[src/rtl/pms_pkg.sv]
package pms_pkg;
  typedef enum logic [1:0] {
    MODE_FULL   = 2'b00,
    MODE_SLOW   = 2'b01,
    MODE_FROZEN = 2'b10
  } pm_mode_e;
endpackage

[src/rtl/pms_pulse_div.sv]
module pms_pulse_div #(
  parameter int PERIOD = 16
) (
  input  logic clk_i,
  input  logic rst_ni,
  output logic pulse_o
);
  localparam int W = (PERIOD > 1) ? $clog2(PERIOD) : 1;
  localparam logic [W-1:0] LAST = W'(PERIOD - 1);

  logic [W-1:0] cnt_q;

  always_ff @(posedge clk_i or negedge rst_ni) begin
    if (!rst_ni)            cnt_q <= '0;
    else if (cnt_q == LAST) cnt_q <= '0;
    else                    cnt_q <= cnt_q + 1'b1;
  end

  assign pulse_o = (cnt_q == LAST);
endmodule

[src/rtl/pms_pfail_filter.sv]
module pms_pfail_filter #(
  parameter int DLY = 4
) (
  input  logic clk_i,
  input  logic rst_ni,
  input  logic pfail_i,
  output logic trip_o
);
  localparam int W = $clog2(DLY + 1);
  localparam logic [W-1:0] LAST = W'(DLY - 1);

  logic [W-1:0] cnt_q;

  always_ff @(posedge clk_i or negedge rst_ni) begin
    if (!rst_ni)            cnt_q <= '0;
    else if (!pfail_i)      cnt_q <= '0;
    else if (cnt_q != LAST) cnt_q <= cnt_q + 1'b1;
  end

  // trips on the DLY-th consecutive high sample
  assign trip_o = pfail_i && (cnt_q == LAST);
endmodule

[src/rtl/pms_mode_fsm.sv]
module pms_mode_fsm
  import pms_pkg::*;
(
  input  logic       clk_i,
  input  logic       rst_ni,
  input  logic       req_valid_i,
  input  logic [1:0] req_mode_i,
  input  logic       slow_ok_i,
  input  logic       trip_i,
  output pm_mode_e   mode_o,
  output logic       err_o
);
  pm_mode_e mode_q, mode_d;
  logic     refuse;
  logic     err_q;

  always_comb begin
    mode_d = mode_q;
    refuse = 1'b0;
    if (trip_i) begin
      mode_d = MODE_FROZEN;
    end else if (req_valid_i && mode_q != MODE_FROZEN) begin
      case (req_mode_i)
        2'b00: if (mode_q == MODE_SLOW) mode_d = MODE_FULL;
        2'b01: if (mode_q == MODE_FULL) begin
                 if (slow_ok_i) mode_d = MODE_SLOW;
                 else           refuse = 1'b1;
               end
        2'b10: mode_d = MODE_FROZEN;
        default: ;
      endcase
    end
  end

  always_ff @(posedge clk_i or negedge rst_ni) begin
    if (!rst_ni) begin
      mode_q <= MODE_SLOW;
      err_q  <= 1'b0;
    end else begin
      mode_q <= mode_d;
      err_q  <= err_q | refuse;
    end
  end

  assign mode_o = mode_q;
  assign err_o  = err_q;
endmodule

[src/rtl/pwr_mode_seq.sv]
module pwr_mode_seq
  import pms_pkg::*;
#(
  parameter int NUM_DMA   = 3,
  parameter int NUM_PORTS = 4,
  parameter int CFG_W     = 4,
  parameter int CLK_DIV   = 16,
  parameter int TICK_DIV  = 32768,
  parameter int PFAIL_DLY = 8
) (
  input  logic                 clk_i,
  input  logic                 rst_ni,
  input  logic                 req_valid_i,
  input  logic [1:0]           req_mode_i,
  input  logic [NUM_DMA-1:0]   dma_en_i,
  input  logic [NUM_PORTS-1:0] port_oe_i,
  input  logic [CFG_W-1:0]     mem_cfg_i,
  input  logic                 pfail_i,
  input  logic                 wdt_trap_i,
  output logic [1:0]           mode_o,
  output logic                 cpu_clk_en_o,
  output logic                 cpu_slow_o,
  output logic                 cpu_rst_o,
  output logic                 dma_allow_o,
  output logic                 port_allow_o,
  output logic                 tick_o,
  output logic                 req_err_o
);
  // bit 0 of the memory configuration may stay set in low-speed run
  localparam logic [CFG_W-1:0] CFG_KEEP = CFG_W'(1);

  pm_mode_e mode;
  logic     slow_ok, trip, slow_pulse;

  assign slow_ok = (dma_en_i == '0) && (port_oe_i == '0) &&
                   ((mem_cfg_i & ~CFG_KEEP) == '0);

  pms_pulse_div #(.PERIOD(CLK_DIV)) u_clk_div (
    .clk_i(clk_i), .rst_ni(rst_ni), .pulse_o(slow_pulse));

  pms_pulse_div #(.PERIOD(TICK_DIV)) u_tick_div (
    .clk_i(clk_i), .rst_ni(rst_ni), .pulse_o(tick_o));

  pms_pfail_filter #(.DLY(PFAIL_DLY)) u_pfail (
    .clk_i(clk_i), .rst_ni(rst_ni), .pfail_i(pfail_i), .trip_o(trip));

  pms_mode_fsm u_fsm (
    .clk_i(clk_i), .rst_ni(rst_ni), .req_valid_i(req_valid_i),
    .req_mode_i(req_mode_i), .slow_ok_i(slow_ok), .trip_i(trip),
    .mode_o(mode), .err_o(req_err_o));

  always_comb begin
    case (mode)
      MODE_FULL:   cpu_clk_en_o = 1'b1;
      MODE_SLOW:   cpu_clk_en_o = slow_pulse;
      default:     cpu_clk_en_o = 1'b0;
    endcase
  end

  assign mode_o       = mode;
  assign cpu_slow_o   = (mode == MODE_SLOW);
  assign cpu_rst_o    = (mode == MODE_FROZEN) | wdt_trap_i;
  assign dma_allow_o  = (mode == MODE_FULL);
  assign port_allow_o = (mode == MODE_FULL);
endmodule

[config.mk]
export PLATFORM = sky130hd
export DESIGN_NAME = pwr_mode_seq
export DESIGN_NICKNAME = d
export VERILOG_FILES = /design/src/rtl/pms_pkg.sv /design/src/rtl/pms_pulse_div.sv /design/src/rtl/pms_pfail_filter.sv /design/src/rtl/pms_mode_fsm.sv /design/src/rtl/pwr_mode_seq.sv
export SDC_FILE = /design/constraint.sdc
export NUM_CORES = 1
export LEC_CHECK = 0
export ABC_AREA = 1
export CORE_ASPECT_RATIO = 0.75
export CORE_MARGIN = 5
export CORE_UTILIZATION = 39
export DETAILED_ROUTE_END_ITERATION = 6
export GPL_ROUTABILITY_DRIVEN = 0
export PLACE_DENSITY = 0.74
export SLEW_MARGIN = 15
export SYNTH_ARGS = -nofsm -noshare
export SYNTH_HDL_FRONTEND = slang
export SYNTH_SLANG_ARGS = --single-unit
[constraint.sdc]
create_clock -name clk_i -period 3.31 [get_ports clk_i]
set_input_delay 0.662 -clock clk_i [delete_from_list [all_inputs] [get_ports clk_i]]
set_output_delay 0.662 -clock clk_i [all_outputs]
set_load 0.05 [all_outputs]
* After elaboration in Yosys (flattened, before gate mapping)
Index checks and enable logic that the tools add are counted. W data, S select, Z words.
Storage, ports and cells: bits in registers 26, input port bits 18, word-level logic and storage cells 51
Operators by class: $add $sub $neg 3, equality and inequality tests 13, multiplexer cells 16, bitwise gates (word level) 2, reductions and logical operators 12
Operator list (count):
- $add A15 B1 Y15 const B | 1
- $eq A15 B15 Y1 const B | 1
- $mux W15 | 1
- $mux W4 | 3
- $mux W2 | 5
- $ne A3 B3 Y1 const B | 3
- $add A4 B1 Y4 const B | 2
- $logic_not A4 Y1 | 2
- $pmux W2 S3 | 1
- $mux W1 | 5
- $reduce_and A5 Y1 | 1
- $eq A2 B1 Y1 const B | 2
- $eq A2 B2 Y1 const B | 2
- $eq A4 B3 Y1 const B | 1
- $eq A4 B4 Y1 const B | 1
- $logic_and A1 B1 Y1 | 4
- $logic_not A2 Y1 | 2
- $ne A4 B3 Y1 const B | 1
- $reduce_bool A4 Y1 | 1
- $logic_not A3 Y1 | 1
- $ne A2 B1 Y1 const B | 1
- $ne A2 B2 Y1 const B | 1
- $or A1 B1 Y1 | 2
- $pmux W1 S2 | 1
- $reduce_bool A2 Y1 | 1

* Logic depth before layout (Yosys ltp)
depth after elaboration 9, mapped depth 10, depth with buffers taken out 10

* Modules after synthesis
A second synthesis with hierarchy kept.
Unflattened totals: cells, all modules 193, area, all modules 1517.7 sq um
Modules (own cells, without submodules):
- pms_pulse_div (u_tick_div) | instances 1, cells an instance 104, area an instance 824.5 sq um, seq. area each 375.4 sq um
- pms_mode_fsm | instances 1, cells an instance 32, area an instance 247.7 sq um, seq. area each 76.3 sq um
- pms_pfail_filter | instances 1, cells an instance 25, area an instance 207.7 sq um, seq. area each 100.1 sq um
- pms_pulse_div (u_clk_div) | instances 1, cells an instance 17, area an instance 168.9 sq um, seq. area each 100.1 sq um
- pwr_mode_seq | instances 1, cells an instance 15, area an instance 68.8 sq um, seq. area each 0.0 sq um

* Worst setup path after synthesis
OpenSTA, ideal clock, no wires.
path type register to output, start point reg u_fsm.mode_q[1], in the netlist u_fsm.mode_o[1], end point out port_allow_o, arrival 1.703 ns, data required time 2.648 ns, slack 0.945 ns, stages on the path, launching flop included 3, path buffers 1, cell sequence dfrtp_1 -> nor2_1 -> buf_4
On the way: word-level cells in the longest chain between the ends 1
RTL lines:
- start: declaration | line pms_mode_fsm.sv:13 | pm_mode_e mode_q, mode_d;
- start signal: assignment | line pms_mode_fsm.sv:40 | mode_q <= mode_d;
- $logic_not A2 Y1
- end: declaration | line pwr_mode_seq.sv:25 | output logic port_allow_o,
No other way between the ends.

* Worst setup path after layout
start point reg u_tick_div.cnt_q[0], end point out tick_o
On the way: word-level cells in the longest chain between the ends 1
RTL lines:
- start: declaration | line pms_pulse_div.sv:11 | logic [W-1:0] cnt_q;
- start signal: assignment | line pms_pulse_div.sv:16 | else cnt_q <= cnt_q + 1'b1;
- $eq A15 B15 Y1 | line pms_pulse_div.sv:19 | assign pulse_o = (cnt_q == LAST);
- end: declaration | line pwr_mode_seq.sv:26 | output logic tick_o,
No other way between the ends.

==> PnR_summary.wiki <==
{| class="wikitable"
! Metric !! Value
|-
| Setup skew after layout || 0.00433 ns
|-
| Die footprint || 0.00493 mm²
|-
| R2r startpoint || u_tick_div.cnt_q[0]
|-
| Post-CTS clock slew at the launch and capture registers of the worst setup and hold paths || approximately 0.080 ns
|-
| Number of antenna violations at the first check in global routing || 0
|-
| Fraction of registers with async set or reset after synthesis || 100%
|-
| Postcts setup bufs || 0
|-
| Net total in the final layout || between 200 and 250
|-
| Hpwl dp || 2120 µm
|-
| Cell type with the largest total area after synthesis || sky130_fd_sc_hd__dfrtp_1
|-
| Peak VDD IR || approximately 260 µV
|-
| Syn. warnings || 0
|-
| Aggregate negative setup slack || 0 ns
|-
| Total power || about 0.00084 W
|-
| Top-level I/O count || 27
|-
| Switching power as a share of total power || 36.1%
|-
| Num CTS Buffers || 3
|-
| GRT overflow || 0
|-
| Vias per std cell || 4.60
|-
| Std cell rows || 18
|-
| Fraction of post-synthesis cell area in the top cell type by area || about 44%
|-
| Type of the worst min-delay path || reg -> reg
|-
| Relative slew margins || 65.6%
|-
| Area share of fa/ha/maj cells after synthesis || 6.22%
|-
| Total number of vias || about 1.1k
|-
| Combined global-route utilization of all metal layers || 11.5%
|-
| Clock latency on the worst-skew pair || 0.27 ns
|-
| Most area-consuming cells after synthesis || sky130_fd_sc_hd__dfrtp_1 (44%), sky130_fd_sc_hd__nand2_1 (11%), sky130_fd_sc_hd__nor2_1 (7.7%)
|-
| Critical Path Fanout Max || 6
|-
| Worst Setup Path Type || reg -> out
|-
| Share of power burned in registers || between 40% and 50%
|-
| Total nets after synthesis || 201
|-
| Chip Width || 79.4 µm
|-
| DRC viols || 0
|-
| Maximum achievable frequency || 335 MHz
|-
| Ratio of cells with drive above 1 in the final layout || 7.32%
|-
| Count of endpoints failing hold in the final timing report || 0
|-
| Hold buffer count at cts || 0
|-
| Number of global-route vias before repair || 997
|-
| Beginning of the critical path || u_tick_div.cnt_q[0]
|-
| Final hold slack || about 0.47 ns
|-
| Relative contribution of combinational cells to total power || 34.6%
|-
| Final routed wire length divided by cell count || 10.6 µm
|-
| Crit path required time || 2.65 ns
|-
| Count of distinct cell types in the synthesized netlist || 23
|-
| TritonCTS clock tree || built
|-
| Longest Clk Path Bufs || 2
|-
| Global-route wire length before repair || 4460 µm
|-
| Resized Gates After CTS || 0
|-
| Most common library cells after synthesis || sky130_fd_sc_hd__nand2_1 (41), sky130_fd_sc_hd__nor2_1 (29), sky130_fd_sc_hd__dfrtp_1 (25)
|-
| Cell-by-cell trace of the critical path || ha_1 -> nand3_1 -> nor3_1 -> nand2_1 -> inv_1 -> nand2_1 -> nor2_1 -> clkdlybuf4s50_1
|-
| Area of the core || ~0.0034 mm²
|-
| Worst path max stage delay || 0.80 ns
|-
| First-pass detailed-route iteration total || 5
|-
| Setup-violating endpoint count in the final report || 0
|-
| Worst endpoint data arrival time || 2.32 ns
|-
| Syn Inst Count || 176
|-
| Number of flip-flops and latches in the synthesized netlist || 26
|-
| Port buffer count || 25
|-
| Clock root cell || sky130_fd_sc_hd__clkbuf_8
|-
| Final Cycle Share || 90.1%
|-
| Launch point of the worst hold path || u_fsm.err_o
|-
| Pre-CTS setup slack || about 0.60 ns
|-
| Post-synthesis simple-gate area fraction || 29.7%
|-
| Least-Margin Pin Slew || 0.515 ns
|-
| Count of flip-flops with a built-in enable after synthesis || 0
|-
| Pwr per Cell Area || 478 mW/mm²
|-
| Setup slack of the critical path after layout || between 0.3 and 0.4 ns
|-
| Max-capacitance violation count || 0
|-
| Number of clock sinks || 26
|-
| Top-count cell post-synth || sky130_fd_sc_hd__nand2_1
|-
| Post-DRT Antenna Nets || 0
|-
| Startpoint class of the critical path || flop
|-
| Net Switching || 0.000305 W
|-
| Die Y-Extent || just over 60 µm
|-
| Leakage power figure || 0.851 nW
|-
| Final routed wirelength across all metal layers || 2590 µm
|-
| Total standard cell area after synthesis || 0.00141 mm²
|-
| Starting density of the core || 41.7%
|-
| Post-synthesis sequential area ratio || 46.3%
|-
| Cell-internal power || 0.000539 W
|-
| Type of destination of the critical path || output port
|-
| Dominant combinational cell family by area after synthesis || simple AND/OR/NAND/NOR gates
|-
| Starting DRT DRC Count || 37
|-
| Slowest stage cell on the critical path || sky130_fd_sc_hd__clkdlybuf4s50_1
|-
| Clock network fraction of design power || 23.7%
|-
| Ant diodes || 0
|-
| Setup repair after global routing missed its margin || no
|-
| Primary flip-flop cell chosen by synthesis mapping || sky130_fd_sc_hd__dfrtp_1
|-
| Mux cell area share after synthesis || 0%
|-
| Fraction of synthesized cell area in xor and xnor cells || between 5 and 6%
|-
| Run status || finished, final reports clean
|-
| Post-synthesis compound-gate area fraction || 5.33%
|-
| Final Slew Violations || 0
|-
| Minimum clock period || 2.98 ns
|-
| Pin count of the biggest net entering global routing || 27
|-
| Synthesis-to-finish area growth || 25.2%
|-
| Cell seen most often among critical-path stages || sky130_fd_sc_hd__nand2_1
|-
| Mean instance size in the synthesized netlist || 8.00 µm²
|-
| Depth of the CTS H-tree || 1
|}
-- metal layers --
layer / wire, µm / global-route usage [%] / vias up
met1: 1330 / 16.5 / 494
li1: - / - / 613
met5: 0 / 0 / -
met4: 27 / 3.68 / 0
met2: 1170 / 18.2 / 18
met3: 63 / 1.73 / 2
-- flip-flops by register name, summed over array words and instances (netlist names) --
signal            flops
u_fsm.err_o           1
u_fsm.mode_o          2
u_pfail.cnt_q         4
u_clk_div.cnt_q       4
u_tick_div.cnt_q     15
-- path summary, 6_finish.rpt --
path | slack (ns) | depth (start not counted) | to
worst min-delay path | 0.47 | 1 | u_fsm.err_o
worst max register to register | 1.83 | 6 | u_tick_div.cnt_q[14]
min in group asynchronous | 0.74 | 2 | u_tick_div.cnt_q[12]
max in group asynchronous | 2.28 | 2 | u_fsm.mode_o[0]
worst min register to register | 0.47 | 1 | u_fsm.err_o
worst max-delay path | 0.33 | 8 | tick_o
-- through the flow --
stage | utilization (%) | instance area (µm²) | instances
after floorplan | - | 1410 | 176
after global placement | 50.6 | 1710 | 241
after detailed placement | 50.6 | 1710 | 241
after CTS | 52.2 | 1760 | 245
after global routing | 52.2 | 1760 | 245
final | 52.2 | 1760 | 245
-- kinds of logic (layout without fill, tap and decap cells) --
family | Yosys count | count (layout)
buffers and inverters | 25 | 54
XOR/XNOR | 9 | 9
flip-flops | 26 | 26
AND/OR/NAND/NOR | 96 | 96
adder cells (fa/ha/maj) | 7 | 7
AO/OA/AOI/OAI | 13 | 13
-- cell type report --
type,instances,area [µm²]
Clock buffer,4,55.1
Fill cell,319,1610
Inverter,24,90.1
Multi-Input combinational cell,125,659
Sequential cell,26,652
Tap cell,40,50.0
Timing Repair Buffer,26,258
-- critical path: cells and delay by family (launching register included) --
kind / cells / cell delay [ns]
flip-flops: 1 / 0.45
AND/OR/NAND/NOR: 5 / 0.53
buffers and inverters: 2 / 0.87
adder cells (fa/ha/maj): 1 / 0.21
-- power groups by stage --
stage | Combinational [W] | Sequential, W | Clock (W)
final | 0.000292 | 0.000352 | 0.000200
after global routing | 0.000309 | 0.000353 | 0.000223
after CTS | 0.000295 | 0.000351 | 0.000207
after detailed placement | 0.000294 | 0.000358 | 0
after global placement | 0.000293 | 0.000358 | 0
after floorplan | 0.000160 | 0.000388 | 0
-- layout by cell type, fill, tap and decap left out, drive strengths merged --
master	instances
a21oi	4
nand4	2
xnor2	2
nand3	14
o21ai	6
nand2	42
nor2	32
nor3	5
dfrtp	25
a31oi	1
inv	24
o21bai	2
xor2	7
clkbuf	4
ha	7
clkdlybuf4s50	25
dfstp	1
buf	1
or2	1
Note: power is estimated with default switching activity, not from simulation.
